`src/rtl/muldiv_pkg.sv`:
```
`timescale 1ns/1ps
package muldiv_pkg;
  localparam logic [5:0] FN_MFHI  = 6'h10;
  localparam logic [5:0] FN_MFLO  = 6'h12;
  localparam logic [5:0] FN_MULT  = 6'h18;
  localparam logic [5:0] FN_MULTU = 6'h19;
  localparam logic [5:0] FN_DIV   = 6'h1A;
  localparam logic [5:0] FN_DIVU  = 6'h1B;

  typedef enum logic [1:0] {ST_IDLE, ST_MUL, ST_DIV} md_state_t;

  // Codes 0x18..0x1B share the upper four bits 0110
  function automatic logic fn_is_arith(input logic [5:0] f);
    return f[5:2] == 4'b0110;
  endfunction

  function automatic logic fn_is_read(input logic [5:0] f);
    return (f == FN_MFHI) || (f == FN_MFLO);
  endfunction
endpackage

```
`src/rtl/md_operand_prep.sv`:
```
`timescale 1ns/1ps
module md_operand_prep #(
  parameter int WIDTH = 32
) (
  input  logic [WIDTH-1:0] op_a,
  input  logic [WIDTH-1:0] op_b,
  input  logic             signed_mode,
  output logic [WIDTH-1:0] mag_a,
  output logic [WIDTH-1:0] mag_b,
  output logic             neg_a,
  output logic             neg_b
);
  always_comb begin
    neg_a = signed_mode & op_a[WIDTH-1];
    neg_b = signed_mode & op_b[WIDTH-1];
    mag_a = neg_a ? (~op_a + 1'b1) : op_a;
    mag_b = neg_b ? (~op_b + 1'b1) : op_b;
  end
endmodule

```
`src/rtl/md_mul_core.sv`:
```
`timescale 1ns/1ps
module md_mul_core #(
  parameter int WIDTH = 32
) (
  input  logic               clk,
  input  logic               rst,
  input  logic               start,
  input  logic [WIDTH-1:0]   mcand,
  input  logic [WIDTH-1:0]   mplier,
  output logic               done,
  output logic [2*WIDTH-1:0] product
);
  localparam int CW = $clog2(WIDTH + 1);

  logic [2*WIDTH-1:0] acc_q;
  logic [WIDTH-1:0]   mc_q;
  logic [CW-1:0]      cnt_q;
  logic               run_q;
  logic [WIDTH:0]     sum;

  always_comb begin
    sum = {1'b0, acc_q[2*WIDTH-1:WIDTH]} + (acc_q[0] ? {1'b0, mc_q} : '0);
  end

  always_ff @(posedge clk) begin
    if (rst) begin
      acc_q <= '0;
      mc_q  <= '0;
      cnt_q <= '0;
      run_q <= 1'b0;
      done  <= 1'b0;
    end else begin
      done <= 1'b0;
      if (start) begin
        acc_q <= {{WIDTH{1'b0}}, mplier};
        mc_q  <= mcand;
        cnt_q <= '0;
        run_q <= 1'b1;
      end else if (run_q) begin
        acc_q <= {sum, acc_q[WIDTH-1:1]};
        cnt_q <= cnt_q + 1'b1;
        if (cnt_q == CW'(WIDTH - 1)) begin
          run_q <= 1'b0;
          done  <= 1'b1;
        end
      end
    end
  end

  assign product = acc_q;
endmodule

```
`src/rtl/md_div_core.sv`:
```
`timescale 1ns/1ps
module md_div_core #(
  parameter int WIDTH = 32
) (
  input  logic             clk,
  input  logic             rst,
  input  logic             start,
  input  logic [WIDTH-1:0] dividend,
  input  logic [WIDTH-1:0] divisor,
  output logic             done,
  output logic [WIDTH-1:0] quot,
  output logic [WIDTH-1:0] rem
);
  localparam int CW = $clog2(WIDTH + 1);

  logic [WIDTH-1:0] rem_q, quo_q, dvs_q;
  logic [CW-1:0]    cnt_q;
  logic             run_q;
  logic [WIDTH:0]   shifted, trial;
  logic             take;

  always_comb begin
    shifted = {rem_q, quo_q[WIDTH-1]};
    trial   = shifted - {1'b0, dvs_q};
    take    = ~trial[WIDTH];
  end

  always_ff @(posedge clk) begin
    if (rst) begin
      rem_q <= '0;
      quo_q <= '0;
      dvs_q <= '0;
      cnt_q <= '0;
      run_q <= 1'b0;
      done  <= 1'b0;
    end else begin
      done <= 1'b0;
      if (start) begin
        rem_q <= '0;
        quo_q <= dividend;
        dvs_q <= divisor;
        cnt_q <= '0;
        run_q <= 1'b1;
      end else if (run_q) begin
        rem_q <= take ? trial[WIDTH-1:0] : shifted[WIDTH-1:0];
        quo_q <= {quo_q[WIDTH-2:0], take};
        cnt_q <= cnt_q + 1'b1;
        if (cnt_q == CW'(WIDTH - 1)) begin
          run_q <= 1'b0;
          done  <= 1'b1;
        end
      end
    end
  end

  assign quot = quo_q;
  assign rem  = rem_q;
endmodule

```
`src/rtl/muldiv_hilo.sv`:
```
`timescale 1ns/1ps
module muldiv_hilo
  import muldiv_pkg::*;
#(
  parameter int WIDTH = 32
) (
  input  logic             clk,
  input  logic             rst,
  input  logic             cmd_valid,
  output logic             cmd_ready,
  input  logic [5:0]       cmd_funct,
  input  logic [WIDTH-1:0] cmd_rs,
  input  logic [WIDTH-1:0] cmd_rt,
  output logic             busy,
  output logic             rsp_valid,
  output logic [WIDTH-1:0] rsp_data
);
  md_state_t        state_q;
  logic [WIDTH-1:0] hi_q, lo_q;
  logic             neg_res_q, neg_rem_q, dz_q;
  logic [WIDTH-1:0] dvd_q;

  logic accept, arith, signed_mode, mul_start, div_start;
  logic [WIDTH-1:0] mag_a, mag_b;
  logic neg_a, neg_b;
  logic mul_done, div_done;
  logic [2*WIDTH-1:0] product, prod_fix;
  logic [WIDTH-1:0] quot, rem;

  assign cmd_ready = (state_q == ST_IDLE);
  assign busy      = (state_q != ST_IDLE);

  always_comb begin
    accept      = cmd_valid && cmd_ready;
    arith       = accept && fn_is_arith(cmd_funct);
    signed_mode = ~cmd_funct[0];
    mul_start   = arith && ~cmd_funct[1];
    div_start   = arith &&  cmd_funct[1];
  end

  md_operand_prep #(.WIDTH(WIDTH)) u_prep (
    .op_a(cmd_rs), .op_b(cmd_rt), .signed_mode(signed_mode),
    .mag_a(mag_a), .mag_b(mag_b), .neg_a(neg_a), .neg_b(neg_b)
  );

  md_mul_core #(.WIDTH(WIDTH)) u_mul (
    .clk(clk), .rst(rst), .start(mul_start), .mcand(mag_a), .mplier(mag_b),
    .done(mul_done), .product(product)
  );

  md_div_core #(.WIDTH(WIDTH)) u_div (
    .clk(clk), .rst(rst), .start(div_start), .dividend(mag_a), .divisor(mag_b),
    .done(div_done), .quot(quot), .rem(rem)
  );

  assign prod_fix = neg_res_q ? (~product + 1'b1) : product;

  always_ff @(posedge clk) begin
    if (rst) begin
      state_q   <= ST_IDLE;
      hi_q      <= '0;
      lo_q      <= '0;
      neg_res_q <= 1'b0;
      neg_rem_q <= 1'b0;
      dz_q      <= 1'b0;
      dvd_q     <= '0;
      rsp_valid <= 1'b0;
      rsp_data  <= '0;
    end else begin
      rsp_valid <= 1'b0;
      case (state_q)
        ST_IDLE: begin
          if (arith) begin
            neg_res_q <= neg_a ^ neg_b;
            neg_rem_q <= neg_a;
            dz_q      <= (cmd_rt == '0);
            dvd_q     <= cmd_rs;
            state_q   <= cmd_funct[1] ? ST_DIV : ST_MUL;
          end else if (accept && fn_is_read(cmd_funct)) begin
            rsp_valid <= 1'b1;
            rsp_data  <= (cmd_funct == FN_MFHI) ? hi_q : lo_q;
          end
        end
        ST_MUL: begin
          if (mul_done) begin
            hi_q    <= prod_fix[2*WIDTH-1:WIDTH];
            lo_q    <= prod_fix[WIDTH-1:0];
            state_q <= ST_IDLE;
          end
        end
        ST_DIV: begin
          if (div_done) begin
            if (dz_q) begin
              lo_q <= '1;
              hi_q <= dvd_q;
            end else begin
              lo_q <= neg_res_q ? (~quot + 1'b1) : quot;
              hi_q <= neg_rem_q ? (~rem + 1'b1) : rem;
            end
            state_q <= ST_IDLE;
          end
        end
        default: state_q <= ST_IDLE;
      endcase
    end
  end
endmodule

```
`config.mk`:
```
export PLATFORM = sky130hd
export DESIGN_NAME = muldiv_hilo
export DESIGN_NICKNAME = d
export VERILOG_FILES = /design/src/rtl/muldiv_pkg.sv /design/src/rtl/md_operand_prep.sv /design/src/rtl/md_mul_core.sv /design/src/rtl/md_div_core.sv /design/src/rtl/muldiv_hilo.sv
export SDC_FILE = /design/constraint.sdc
export NUM_CORES = 1
export LEC_CHECK = 0
export BUFFER_PORTS_ARGS = -buffer_cell sky130_fd_sc_hd__buf_2
export CAP_MARGIN = 20
export CORE_UTILIZATION = 55
export CTS_CLUSTER_SIZE = 14
export DETAILED_ROUTE_END_ITERATION = 7
export PLACE_DENSITY = 0.75
export SKIP_LAST_GASP = 1
export SLEW_MARGIN = 15
export SYNTH_ARGS = -nofsm -noshare
export SYNTH_HDL_FRONTEND = slang
export SYNTH_SLANG_ARGS = --single-unit
```
`constraint.sdc`:
```
create_clock -name clk -period 3.3 [get_ports clk]
set_input_delay 0.825 -clock clk [delete_from_list [all_inputs] [get_ports clk]]
set_output_delay 0.825 -clock clk [all_outputs]
set_load 0.02 [all_outputs]
```
==> impl_metrics.toml <==
[run_status]
status = "complete, but fails checks"
violations = "setup timing"

[floorplan]
die_area_sq_mm = 0.0386
die_h_um = 196
initial_core_util_pct = 56.4
die_w_um = 196
rows = 70
io_pins = 108
core_area_sq_mm = 0.0369

[yosys]
synth_cell_types = 68
synthesis.nets = 2743
syn_area_sq_mm = 0.0208
synth-seq-area-share_pct = 32.9
synth.ff_latch_count = 342
synth_async_sr_flop_share_pct = 0
synth.avg_cell_area_sq_um = 8.00
yosys_warnings = 0
synth_edf_count = 0
synthFlopType = "dfxtp_1"
syn_inst = 2597

[cells_and_area]
layout_common_cells = "dfxtp_1, nor2_1, nand2_1, a211oi_1"
final_cells = 3296
final_core_util_pct = 65.7
syn_to_final_growth_pct = 16.5
final_common_cell = "dfxtp_1"
stdcell_area_sq_mm = 0.0242
nFillCells = 3191
drive_gt1_share_pct = 14.4
layout.nets = 2910

[setup_path]
end_kind = "flop"
cp_cell_sequence = "or4_4 -> or4_4 -> or4_4 -> or2_4 -> or3_4 -> or4_4 -> buf_4 -> o211ai_2 -> o31ai_1 -> a221oi_1 -> a21o_1"
crit_fanout = 3
critPathTopFamily = "simple AND/OR/NAND/NOR gates"
slowest_stage = "or4_4"
cp_data_arrival_time_ns = 4.08
crit_path_start_kind = "flop"
crit_type = "flop to flop"
crit_buf_inv = 1
crit_required_ns = 3.81
critPathMostFrequentCell = "or4_4"
slowest_delay_ns = 0.52

[sta]
clock.fmax_ghz = 0.281
drv_slew = 0
hold_slack_ns = 0.443
min_period_ns = 3.56
rsz0062_at_grt = "true"
skew_ns = 0.0230
tightest_slew_ns = 0.934
timing.slew.headroom_pct = 36.9
period_share_pct = 108
final-setup-viol-count = 6
setup_ws_ns = -0.264
tns_ns = -0.787
hold_viol = 0

[clock_tree]
root_buffer = "clkbuf_16"
numCtsBuffers = 37
clkLatencyLatePin_ns = 0.57
clkSinkCount = 342
cts_tree = "built"
clkTransAtPathRegs_ns = 0.06
htreeDepth = 2
clockBufferDepth = 3

[placed_design]
hpwl_um = 55500
postPlaceCellArea_sq_mm = 0.0228
place_inst = 3221
place_congestion = 1.06
io_buffers = 107

[global_routing]
grt_max_degree = 78
grt_pass1_wl_um = 110000
grt_usage_pct = 37.2
grt_pass1_vias = 18500
antenna_found_initial = 5
gr-total-overflow = 0

[drt]
drc = 0
dr.pass1.iters = 5
avgRoutedWirePerCell_um = 22.1
drt-total-wl_um = 73000
via_count = 20600
ant_nets = 0
viasPerCell = 6.26
drtIter0Drc = 2114

[flow_run]
maxCapViolCount = 0

[power]
ir_worst_vdd_mv = 0.293
pwr_density_cell_mw_per_mm2 = 409
leakage_uw = 0.00958

[hold_path]
hp-class = "flop to flop"
-- timing repair --
action / 4_1_cts / 5_1_grt
pin swaps: 2 / 13
endpoints found under the setup margin: 32 / 53
hold buffers: 0 / 0
buffers inserted: 2 / 5
resized for setup: 8 / 32
gates cloned: 0 / 1
-- flip-flops by register name, summed over array words and instances, names as in the netlist, 2 cells and up --
signal and flops:
rsp_data 32, u_div.cnt_q 6, u_div.quot 32, u_mul.cnt_q 6
u_mul.product 64, hi_q 32, state_q 2, lo_q 32
dvd_q 32, u_div.rem 32, u_div.dvs_q 32, u_mul.mc_q 32
-- cell usage after synthesis (6+ instances only) --
library cell  number  share of area (%)
o211ai_1          12               0.43
xnor2_1          160                6.7
a21oi_1          179                4.3
nor3_1            45                1.1
nand4_1           11               0.33
a21o_1            23               0.83
o41ai_1           19               0.80
a21boi_0           6               0.22
o221ai_1          28                1.2
o21a_1             7               0.25
or3_1             21               0.63
ha_1              71                4.3
nor4_1            14               0.42
xor2_1            79                3.3
nor2b_1           64                1.9
a221oi_1           7               0.29
o21bai_1          12               0.43
and3_1            10               0.30
o31ai_1           44                1.6
nand3_1           30               0.72
mux2i_1           91                4.4
inv_1             75                1.4
o21ai_0          155                3.7
clkbuf_1         148                2.7
and2_1            42                1.3
nor2_1           252                4.6
a31oi_1           24               0.72
a211oi_1         217                7.8
buf_1             17               0.31
or4_1             27               0.98
o22ai_1           14               0.42
dfxtp_1          342                 33
nand3b_1          12               0.43
a22oi_1            6               0.22
nand2b_1          25               0.75
nand2_1          244                4.4
-- routing by layer --
metal / global-route usage (%) / up-vias / wire (um)
met5: 0 / - / 33
met4: 14.8 / 4 / 2890
met3: 7.00 / 163 / 6550
met2: 58.2 / 858 / 32400
met1: 50.5 / 9883 / 31100
li1: - / 9733 / -
-- cell type report --
cell class	instances	area (sq um)	area share (%)
antenna	1	2.50	0.0103
clock buffer	59	1080	4.45
clock inverter	7	67.6	0.279
inverter	75	282	1.16
multi-input combinational	2013	13200	54.6
sequential	342	6860	28.3
tap	504	631	2.60
timing repair buffer	295	2080	8.58
-- kinds of logic (layout without fill, tap and decap cells) --
family                   count (synthesis)  in the layout  share of synthesized area, %
adder cells (fa/ha/maj)                 73             73                          4.47
buffers and inverters                  242            436                          4.38
AND/OR/NAND/NOR                        819            819                          18.7
AO/OA/AOI/OAI                          787            787                          24.8
other                                    0              1                             0
multiplexers                            95             95                          4.60
XOR/XNOR                               239            239                          10.1
flip-flops                             342            342                          32.9
-- worst min-delay path, delay by kind of cell, from the launching register on --
kind | cells | cell delay (ns)
flip-flops | 1 | 0.31
AND/OR/NAND/NOR | 2 | 0.09
-- power breakdown --
part | internal, uW | switching [uW]
clock network | 2320 | 1760
registers | 4160 | 45.2
logic | 686 | 927
total | 7170 | 2730
-- final timing paths --
check / from / endpoint / slack (ns) / depth (start not counted)
worst max-delay path: u_div.rem[7] / hi_q[27] / -0.26 / 11
worst max register to register: u_div.rem[7] / hi_q[27] / -0.26 / 11
worst min-delay path: lo_q[28] / lo_q[28] / 0.44 / 2
worst min register to register: lo_q[28] / lo_q[28] / 0.44 / 2
-- metrics by stage --
stage	worst slack (ns)	total power (uW)
finish	-0.264	9900
global route	-0.325	10200
CTS	-0.236	9810
detailed placement	-0.315	5750
global placement	-0.245	5720
floorplan	-0.213	5180
No activity file was read; power rests on OpenSTA's default activity.
